File: config.mk
export PLATFORM = sky130hd
export DESIGN_NAME = vfl_loader
export DESIGN_NICKNAME = d
export VERILOG_FILES = /design/src/rtl/vfl_pkg.sv /design/src/rtl/vfl_classify.sv /design/src/rtl/vfl_pairer.sv /design/src/rtl/vfl_table.sv /design/src/rtl/vfl_loader.sv
export SDC_FILE = /design/constraint.sdc
export NUM_CORES = 2
export LEC_CHECK = 0
export BUFFER_PORTS_ARGS = -buffer_cell sky130_fd_sc_hd__buf_2
export CAP_MARGIN = 10
export CELL_PAD_IN_SITES_DETAIL_PLACEMENT = 1
export CELL_PAD_IN_SITES_GLOBAL_PLACEMENT = 1
export CORE_UTILIZATION = 60
export CTS_BUF_LIST = sky130_fd_sc_hd__clkbuf_8
export DETAILED_ROUTE_END_ITERATION = 7
export PLACE_DENSITY_LB_ADDON = 0.08
export SETUP_SLACK_MARGIN = 0.05
export SYNTH_ARGS = -nofsm -noshare
export SYNTH_HDL_FRONTEND = slang
export SYNTH_SLANG_ARGS = --single-unit
File: constraint.sdc
create_clock -name clk -period 7.9 [get_ports clk]
set_input_delay 1.185 -clock clk [delete_from_list [all_inputs] [get_ports clk]]
set_output_delay 1.185 -clock clk [all_outputs]
set_load 0.01 [all_outputs]
File: src/rtl/vfl_pkg.sv
// Package vfl_pkg
// Shared types for the vertical format table loader: byte classes and
// the pairing phase. Assumes nothing beyond IEEE 1800-2017.
package vfl_pkg;

    // Class of an incoming stream byte
    typedef enum logic [1:0] {
        BK_DATA  = 2'd0,
        BK_OPEN  = 2'd1,
        BK_CLOSE = 2'd2
    } byte_kind_t;

    // Pairing phase of the fragment assembler
    typedef enum logic [1:0] {
        PH_IDLE = 2'd0,   // no opening marker seen yet
        PH_LOW  = 2'd1,   // next data byte is a low half
        PH_HIGH = 2'd2    // low half held, next data byte completes entry
    } pair_phase_t;

endpackage

File: src/rtl/vfl_classify.sv
// Module vfl_classify
// Sorts a stream byte into data, opening marker or closing marker and
// extracts its data fragment. Purely combinational. Assumes
// OPEN_LO <= OPEN_HI and that CLOSE lies outside that range.
module vfl_classify #(
    parameter int BYTE_W          = 8,
    parameter int FRAG_W          = 6,
    parameter logic [7:0] OPEN_LO = 8'hEC,
    parameter logic [7:0] OPEN_HI = 8'hEE,
    parameter logic [7:0] CLOSE   = 8'hEF
) (
    input  logic [BYTE_W-1:0]      byte_in,
    output vfl_pkg::byte_kind_t    kind,
    output logic [FRAG_W-1:0]      frag
);
    import vfl_pkg::*;

    // Decide the byte class from the marker values
    always_comb begin
        if (byte_in >= OPEN_LO && byte_in <= OPEN_HI) begin
            kind = BK_OPEN;
        end else if (byte_in == CLOSE) begin
            kind = BK_CLOSE;
        end else begin
            kind = BK_DATA;
        end
    end

    // The fragment is always the low bits of the byte
    assign frag = byte_in[FRAG_W-1:0];

endmodule

File: src/rtl/vfl_pairer.sv
// Module vfl_pairer
// Tracks the pairing phase, holds the low-half fragment and issues a
// write of an assembled entry when the high half arrives. Also emits
// one-cycle pulses for opening and closing markers. Assumes bytes only
// count while load_active is high; a rise of load_active restarts the
// phase at PH_IDLE in the same cycle.
module vfl_pairer #(
    parameter int FRAG_W  = 6,
    parameter int ENTRY_W = 2 * FRAG_W
) (
    input  logic                clk,
    input  logic                rst_n,
    input  logic                clear,
    input  logic                load_active,
    input  logic                byte_vld,
    input  vfl_pkg::byte_kind_t kind,
    input  logic [FRAG_W-1:0]   frag,
    output logic                wr_en,
    output logic [ENTRY_W-1:0]  wr_entry,
    output logic                open_p,
    output logic                close_p,
    output logic                close_odd_p
);
    import vfl_pkg::*;

    pair_phase_t         phase_q;
    pair_phase_t         phase_eff;
    pair_phase_t         phase_d;
    logic [FRAG_W-1:0]   low_q;
    logic                load_q;
    logic                accept;
    logic                load_rise;

    // Remember the previous load_active level for edge detection
    always_ff @(posedge clk) begin
        if (!rst_n) begin
            load_q <= 1'b0;
        end else begin
            load_q <= load_active;
        end
    end

    assign load_rise = load_active && !load_q;
    assign accept    = load_active && byte_vld;

    // Phase seen by this cycle's byte: a new load function starts fresh
    always_comb begin
        phase_eff = load_rise ? PH_IDLE : phase_q;
    end

    // Decode the byte into event pulses
    always_comb begin
        open_p      = accept && (kind == BK_OPEN);
        close_p     = accept && (kind == BK_CLOSE);
        close_odd_p = close_p && (phase_eff == PH_HIGH);
        wr_en       = accept && (kind == BK_DATA) && (phase_eff == PH_HIGH);
        wr_entry    = {frag, low_q};
    end

    // Next pairing phase
    always_comb begin
        phase_d = phase_eff;
        if (clear) begin
            phase_d = PH_IDLE;
        end else if (open_p) begin
            phase_d = PH_LOW;
        end else if (close_p) begin
            phase_d = PH_IDLE;
        end else if (accept && kind == BK_DATA) begin
            case (phase_eff)
                PH_LOW:  phase_d = PH_HIGH;
                PH_HIGH: phase_d = PH_LOW;
                default: phase_d = PH_IDLE;
            endcase
        end
    end

    // Register the phase
    always_ff @(posedge clk) begin
        if (!rst_n) begin
            phase_q <= PH_IDLE;
        end else begin
            phase_q <= phase_d;
        end
    end

    // Capture the low-half fragment in the low phase
    always_ff @(posedge clk) begin
        if (!rst_n) begin
            low_q <= '0;
        end else if (accept && kind == BK_DATA && phase_eff == PH_LOW) begin
            low_q <= frag;
        end
    end

endmodule

File: src/rtl/vfl_table.sv
// Module vfl_table
// Entry storage of DEPTH words, one register per entry built by a
// generate loop so that a clear wipes all of them in one cycle.
// Read is combinational; addresses past DEPTH-1 read as zero.
// Assumes wr_idx < DEPTH whenever wr_en is high.
module vfl_table #(
    parameter int DEPTH   = 143,
    parameter int ENTRY_W = 12,
    parameter int AW      = $clog2(DEPTH + 1)
) (
    input  logic               clk,
    input  logic               rst_n,
    input  logic               clear,
    input  logic               wr_en,
    input  logic [AW-1:0]      wr_idx,
    input  logic [ENTRY_W-1:0] wr_data,
    input  logic [AW-1:0]      rd_addr,
    output logic [ENTRY_W-1:0] rd_data
);
    logic [ENTRY_W-1:0] mem_q [DEPTH];

    // One storage register per entry
    for (genvar g = 0; g < DEPTH; g++) begin : g_entry
        localparam logic [AW-1:0] IDX = AW'(g);
        // Write or wipe entry g
        always_ff @(posedge clk) begin
            if (!rst_n || clear) begin
                mem_q[g] <= '0;
            end else if (wr_en && wr_idx == IDX) begin
                mem_q[g] <= wr_data;
            end
        end
    end

    // Read mux with out-of-range guard
    always_comb begin
        rd_data = '0;
        if (int'(rd_addr) < DEPTH) begin
            rd_data = mem_q[rd_addr];
        end
    end

endmodule

File: src/rtl/vfl_loader.sv
// Module vfl_loader
// Top of the vertical format table loader. Classifies stream bytes,
// pairs fragments into entries, stores them, and keeps the table length
// and the format pointer. Assumes the stream source only presents bytes
// while load_active is high; bytes at other times are ignored.
module vfl_loader #(
    parameter int DEPTH           = 143,
    parameter int FRAG_W          = 6,
    parameter int BYTE_W          = 8,
    parameter logic [7:0] OPEN_LO = 8'hEC,
    parameter logic [7:0] OPEN_HI = 8'hEE,
    parameter logic [7:0] CLOSE   = 8'hEF,
    localparam int ENTRY_W        = 2 * FRAG_W,
    localparam int AW             = $clog2(DEPTH + 1)
) (
    input  logic               clk,
    input  logic               rst_n,
    input  logic               clear,
    input  logic               load_active,
    input  logic               byte_vld,
    input  logic [BYTE_W-1:0]  byte_in,
    input  logic               ptr_step,
    input  logic [AW-1:0]      rd_addr,
    output logic [ENTRY_W-1:0] rd_data,
    output logic [AW-1:0]      tbl_len,
    output logic               tbl_valid,
    output logic [AW-1:0]      fmt_ptr
);
    import vfl_pkg::*;

    localparam logic [AW-1:0] FULL_LEN = AW'(DEPTH);

    byte_kind_t          kind;
    logic [FRAG_W-1:0]   frag;
    logic                pair_wr;
    logic [ENTRY_W-1:0]  pair_entry;
    logic                open_p;
    logic                close_p;
    logic                close_odd_p;
    logic                store_wr;
    logic [AW-1:0]       len_q;
    logic [AW-1:0]       ptr_q;

    vfl_classify #(
        .BYTE_W  (BYTE_W),
        .FRAG_W  (FRAG_W),
        .OPEN_LO (OPEN_LO),
        .OPEN_HI (OPEN_HI),
        .CLOSE   (CLOSE)
    ) u_classify (
        .byte_in (byte_in),
        .kind    (kind),
        .frag    (frag)
    );

    vfl_pairer #(
        .FRAG_W  (FRAG_W),
        .ENTRY_W (ENTRY_W)
    ) u_pairer (
        .clk         (clk),
        .rst_n       (rst_n),
        .clear       (clear),
        .load_active (load_active),
        .byte_vld    (byte_vld),
        .kind        (kind),
        .frag        (frag),
        .wr_en       (pair_wr),
        .wr_entry    (pair_entry),
        .open_p      (open_p),
        .close_p     (close_p),
        .close_odd_p (close_odd_p)
    );

    // A completed pair is stored only while there is room
    assign store_wr = pair_wr && (len_q < FULL_LEN);

    vfl_table #(
        .DEPTH   (DEPTH),
        .ENTRY_W (ENTRY_W),
        .AW      (AW)
    ) u_table (
        .clk     (clk),
        .rst_n   (rst_n),
        .clear   (clear),
        .wr_en   (store_wr),
        .wr_idx  (len_q),
        .wr_data (pair_entry),
        .rd_addr (rd_addr),
        .rd_data (rd_data)
    );

    // Table length: zeroed by clear, opening or unpaired close; grows per stored pair
    always_ff @(posedge clk) begin
        if (!rst_n || clear) begin
            len_q <= '0;
        end else if (open_p || close_odd_p) begin
            len_q <= '0;
        end else if (store_wr) begin
            len_q <= len_q + 1'b1;
        end
    end

    // Format pointer: zeroed by clear or close, stepped with wrap at the length
    always_ff @(posedge clk) begin
        if (!rst_n || clear) begin
            ptr_q <= '0;
        end else if (close_p) begin
            ptr_q <= '0;
        end else if (ptr_step && len_q != '0) begin
            if (ptr_q + 1'b1 >= len_q) begin
                ptr_q <= '0;
            end else begin
                ptr_q <= ptr_q + 1'b1;
            end
        end
    end

    assign tbl_len   = len_q;
    assign tbl_valid = (len_q != '0);
    assign fmt_ptr   = ptr_q;

endmodule

**Word level (Yosys, flattened, before mapping)**

Memory sizes are Yosys's and may differ from the RTL's.
Index checks and enable logic that the tools add are counted.

- Register bits after elaboration: 25
- Bits in latches: 0
- Bits in writable memories: 1716
- Memory bits (read-only): 0
- Output and inout bits: 29
- Memories: 1

Memories:

| memory | depth | bits a word | read ports | clocked after memory_dff | write ports | RTL line | source |
|---|---|---|---|---|---|---|---|
| u_table.mem_q | 143 | 12 | 1 | 0 | 143 | vfl_table.sv:20 | `logic [ENTRY_W-1:0] mem_q [DEPTH];` |

- Add/subtract/negate cells: 2
- Multiply operators: 0
- Div/mod/pow operators: 0
- $lt $le $gt $ge: 5
- Equality and inequality tests: 147
- Shift operators: 0
- Multiplexer cells: 583
- Bitwise logic cells: 144
- Reductions and logical operators: 165

Operator list:

| cell | count |
|---|---|
| 2-to-1 mux 12 bit | 144 |
| equality test 8 x 7 -> 1 bit (second input constant) | 64 |
| 2-to-1 mux 1 bit | 433 |
| equality test 8 x 6 -> 1 bit (second input constant) | 32 |
| logical AND 1 bit | 154 |
| bitwise OR 1 bit | 143 |
| equality test 8 x 5 -> 1 bit (second input constant) | 16 |
| equality test 8 bit (second input constant) | 16 |
| equality test 8 x 4 -> 1 bit (second input constant) | 8 |
| equality test 8 x 3 -> 1 bit (second input constant) | 4 |
| adder 8 x 1 -> 8 bit (second input constant) | 2 |
| equality test 8 x 2 -> 1 bit (second input constant) | 2 |
| less-than comparator 8 bit (second input constant) | 2 |
| equality test 8 x 1 -> 1 bit (second input constant) | 1 |
| greater-or-equal comparator 8 bit | 1 |
| greater-or-equal comparator 8 bit (second input constant) | 1 |
| less-or-equal comparator 8 bit (second input constant) | 1 |
| logical NOT 8 bit | 1 |
| 2-to-1 mux 2 bit | 4 |
| 2-to-1 mux 8 bit | 1 |
| nonzero test 8 bit | 1 |
| OR reduction 2 bit | 3 |
| equality test 2 x 1 -> 1 bit (second input constant) | 2 |
| equality test 2 bit (second input constant) | 2 |
| other kinds (6) | 8 |

**Depth between registers and ports, before layout**

- Word-level depth: 12
- Gate-level depth with buffers: 12
- Mapped depth without buffers: 11

**Cells and area by module**

From an unflattened synthesis, not the netlist that was laid out.

- Cell total of the unflattened synthesis: 5590
- Area total of the unflattened synthesis: 81637.0 um2

Modules (own cells, without submodules):

| module | times used | cells each | area each (um2) | sequential area each (um2) |
|---|---|---|---|---|
| vfl_table | 1 | 5387 | 79850.3 | 51529.4 |
| vfl_loader | 1 | 140 | 1218.7 | 320.3 |
| vfl_pairer | 1 | 52 | 478.0 | 180.2 |
| vfl_classify | 1 | 11 | 90.1 | 0.0 |

**Worst setup path after synthesis**

No wires, ideal clock.

- Path kind: input-to-output
- Start point: input rd_addr[0]
- End point: output rd_data[9]
- Arrival time: 2.853 ns
- Required time: 6.715 ns
- Path slack: 3.862 ns
- Cell stages on the path: 8
- Buffers on the path: 3
- Cell sequence: buf_6 -> buf_6 -> buf_6 -> mux4_2 -> a221oi_1 -> o21ai_0 -> a211oi_1 -> a211oi_1

- Word-level cells in the longest chain between the ends: 2
- Elaborated cells on any way between the ends: 3

RTL lines:

| what | RTL line | source |
|---|---|---|
| start, declared | vfl_loader.sv:23 | `input logic [AW-1:0] rd_addr,` |
| memory read (143 x 12 bit) / less-than comparator 8 bit (equally long branches) | - |  |
| 2-to-1 mux 12 bit * | vfl_table.sv:38 | `if (int'(rd_addr) < DEPTH) begin` |
| end, declared | vfl_loader.sv:24 | `output logic [ENTRY_W-1:0] rd_data,` |

Mark *: on every way between the ends. The rest lies on a longest branch, timed or not.

**Worst setup path after layout**

- Start point: input rd_addr[3]
- End point: output rd_data[1]

Same word-level chain as after synthesis.

==> results.md <==
- The area share of the leading cell type in the synthesized netlist is 0.631.
- The data arrival at the endpoint of the critical path is 5.98 ns.
- The worst setup path is of the in -> out kind.
- The overall routing resource usage is 0.381.
- The maximum clock insertion buffer count is 4.
- The critical path ends at rd_data[1].
- Sorting the synthesized cells by area gives the leading types as edfxtp_1 63%, and2_1 13%, mux4_2 9.0%.
- The synthesized net count is 5591.
- On the worst path, the slowest cell contributes a delay of 1.00 ns.
- The origin of the worst min-delay path is load_active.
- After routing the design area is 88300 um^2.
- The analysis attributes to net switching a power of 4.74 mW.
- The first routing iteration left 6840 violations.
- The total number of vias is 50400.
- The destination of the worst register-to-register timing path is u_table.mem_q[118][5].
- Clock-pin slew was measured on the worst setup and hold paths at 0.05 ns.
- At the worst endpoint, the required time is 6.71 ns.
- For this run, asynchronously set or reset flops after synthesis account for 0.
- The total placed instance area is 83100 um^2.
- The cell area after synthesis is 81700 um^2.
- The number of remaining DRC errors is 0.
- The final-layout worst hold slack is 0.491 ns.
- The critical path goes through buf_2, nor2b_4, buf_4, nand2_2, o22ai_1, nor3_1, o311ai_0, a31oi_1, a211oi_1, buf_2.
- The gate count of the mapped netlist is 5556.
- Of the synthesized area, sequential elements account for 0.637.
- The worst hold path belongs to the class in -> reg.
- Of all cell types, the one taking the most synthesized area is edfxtp_1.
- The floorplan has 135 rows.
- The synthesized flop and latch total is 1741.
- The maximum achievable frequency is 140 MHz.
- The depth of the critical timing path with buffers and inverters included is 10.
- The post-DP HPWL is 163000 um.
- Measured against its own limit, the worst slew margin works out to 0.133.
- The TritonCTS clock tree is yes.
- The clock reaches the later pin of the worst-skew pair after 1.02 ns.
- Post-CTS timing repair inserted 0 buffers for setup.
- Setup repair after global routing left no endpoint under its margin.
- The nature of the critical path endpoint is an output port.
- After the last flow step, the layout net total stands at 5626.
- The critical path starts at rd_addr[3].
- The maximum net fanout on the critical path is 36.
- In this run the vertical extent of the chip is 371 um.
- The via count of the first global-routing pass is 51600.
- Of the available clock period, the critical path in the final layout requires 0.907.
- The number of buffers inserted by hold repair at cts is 0.
- On the critical path, the stage with the largest delay is an instance of o311ai_0.
- The worst setup slack after placement is 1.03 ns.
- The final number of max-transition violations was 0.
- The number of CTS-inserted buffers is 303.
- The startpoint identified for the worst register-to-register timing path is tbl_len[5].
- The congestion estimate from routability-driven global placement came to 1.00.
- The clock arrives with 0.0383 ns of skew.
- The final hold violation count is 0.
- At the pin with the least slew margin, the transition time is 1.30 ns.
- Of the total power, the share spent switching nets is 0.244.
- The number of antenna violations at the first check in global routing is 16.
- The clock drives 1741 sinks.
- CTS placed an instance of clkbuf_8 at the clock tree root.
- The post-layout worst setup margin is 0.737 ns.
- The die covers 138000 um^2.
- The area growth from synthesis to layout is 8.12%.
- The worst setup slack for register-to-register paths is 3.73 ns.
- Gates resized during post-CTS repair numbered 0.
- The share of total power dissipated in sequential elements is 0.551.
- In the routed layout, each cell is associated on average with a via count of 6.65.
- The detailed-routing iteration count for the pre-antenna-repair pass is 7.
- Among the stages of the critical path, the cell type that occurs most often is buf_2.
- In this run the number of H-tree levels came out at 5.
- Measured on the finished design, the core utilization comes to 0.653.
- The number of buffers added on ports is 50.
- In this run the count of I/O pins placed on the die edge is 51.
- Entering global routing, the biggest net connects 99 pins.
- The total global routing overflow is 0.
- The number of nets with antenna violations after routing is 0.
- For this block, the routed nets add up to 259000 um of wire.
- The share of power burned in the clock network is 0.376.
- The leading cell type by number of instances after synthesis is and2_1.
- The critical path startpoint category is an input pin.
- After layout, the minimum clock period comes to 7.16 ns.
- The internal portion of the total power is 14.7 mW.
- The average wire length per cell after detail routing is 34.2 um.
- For this run, the leading register cell type out of synthesis is edfxtp_1.
- Summed over all failing endpoints, the final setup total negative slack is 0 ns.
- Dividing total power by cell area gives a power density of 220 nW/um^2.
- Ranked by instance count, the synthesized netlist is headed by 1727 x and2_1, 1716 x edfxtp_1, 326 x mux4_2.
- The run finished with clean final reports.
- The combinational power share is 0.072.
- The core region is 135000 um^2.
- The number of buffers and inverters on the critical path is 3.
- The number of cells on the worst reg-to-reg path is 7.
- The width of the die is 371 um.
- The first global-routing pass estimated 369000 um of wire.
- The cell family contributing the most delay on the critical path is compound AO/OA/AOI/OAI gates.
- For this design the static power due to leakage is 33.4 nW.
- Setup violations remaining at the end of the flow were counted as 0.
- The number of max-cap violations is 0.
- The effective utilization at floorplan is 0.604.
- In the final layout, the share of cells above drive strength 1 is 0.176.
- After synthesis, the mean cell area works out to 14.7 um^2.
- Counting flops with a built-in enable in the synthesized netlist gives 1716.
- The number of library cell types mapped by synthesis is 67.
- The number of warnings issued by yosys is 0.
- The maximum resistive drop on vdd is 0.192 mV.
[logic make-up after synthesis]
family                     count (synthesis)  synth area share
and+or+nand+nor                         2186             0.161
DFF                                     1741             0.637
muxes                                    605             0.129
buffers and inverters                    554            0.0361
AOI/OAI and AO/OA                        446            0.0344
adders and majority gates                 13           0.00199
xor gates and xnor gates                  11           0.00118
[cell usage in the layout, fill, tap and decap left out, types with 19 or more instances in the layout]
cell type | Yosys | layout
a211oi_1 | 41 | 41
a21oi_1 | 45 | 45
a22oi_1 | 36 | 36
and2_1 | 1727 | 1727
buf_2 | 97 | 42
buf_4 | 67 | 205
clkbuf_8 | 0 | 312
clkinv_1 | 1 | 59
dfxtp_1 | 25 | 19
edfxtp_1 | 1716 | 1716
inv_1 | 8 | 128
mux2i_1 | 251 | 251
mux4_1 | 24 | 24
mux4_2 | 326 | 326
nand2_1 | 124 | 123
nand2b_1 | 20 | 19
nand3_1 | 27 | 27
nor2_1 | 143 | 143
nor2_2 | 31 | 31
nor2_4 | 21 | 21
nor3_1 | 38 | 35
o21ai_0 | 174 | 41
o21ai_1 | 9 | 140
o221ai_1 | 36 | 36
o22ai_1 | 49 | 49
[state kept, by name, summed over array words and instances, names as in the netlist]
register          flops
u_pairer.low_q        6
tbl_len               8
u_pairer.phase_q      2
fmt_ptr               8
u_table.mem_q      1716
u_pairer.load_q       1
[metrics by stage]
stage	total power, mW	std cells
final	19.4	7577
after global routing	19.9	7571
after CTS	19.4	7555
after detailed placement	12.3	7052
after global placement	12.2	7052
after floorplan	11.6	5556
[worst min path at each step]
| stage | to | slack [ns] | depth (start not counted) |
|---|---|---|---|
| 2_1_floorplan | u_pairer.phase_q[0] | 0.49 | 2 |
| 3_3_place_gp | fmt_ptr[7] | 0.47 | 2 |
| 3_5_place_dp | fmt_ptr[7] | 0.48 | 2 |
| 4_1_cts | u_pairer.load_q | 0.43 | 2 |
| 5_1_grt | u_pairer.low_q[4] | 0.48 | 2 |
| 6_report | u_pairer.load_q | 0.49 | 2 |
[metal layers]
| layer | track usage | routed length (um) | vias up |
|---|---|---|---|
| met2 | 0.575 | 119000 | 3205 |
| met1 | 0.510 | 96100 | 26100 |
| met5 | 0 | 41 | - |
| met4 | 0.189 | 13500 | 6 |
| met3 | 0.107 | 30500 | 667 |
| li1 | - | - | 20400 |
[worst reg2reg max path: stages, from the launching register on]
cell     delay [ns]
dfxtp_1        0.50
nor3_1         0.41
a21oi_1        0.17
nor2_4         0.34
and2_1         0.25
nand2_1        0.64
o21ai_0        1.19
buf_4          0.33
[layout make-up]
| class | count | area (um^2) |
|---|---|---|
| inverters | 9 | 33.8 |
| clock buffers | 312 | 4290 |
| multi-input cells | 3261 | 26800 |
| fillers | 12200 | 47000 |
| well taps | 1781 | 2230 |
| flip-flops and latches | 1741 | 52100 |
| diodes | 7 | 17.5 |
| repair buffers | 275 | 2170 |
| clock inverters | 191 | 763 |
[power by group through the flow]
| stage | clock network (mW) | registers, mW | logic, mW |
|---|---|---|---|
| 4_1_cts | 7.36 | 10.7 | 1.37 |
| 3_3_place_gp | 0 | 10.9 | 1.34 |
| 2_1_floorplan | 0 | 10.8 | 0.809 |
| 6_report | 7.31 | 10.7 | 1.41 |
| 3_5_place_dp | 0 | 10.9 | 1.36 |
| 5_1_grt | 7.74 | 10.7 | 1.43 |
Note: power is estimated with default switching activity, not from simulation.
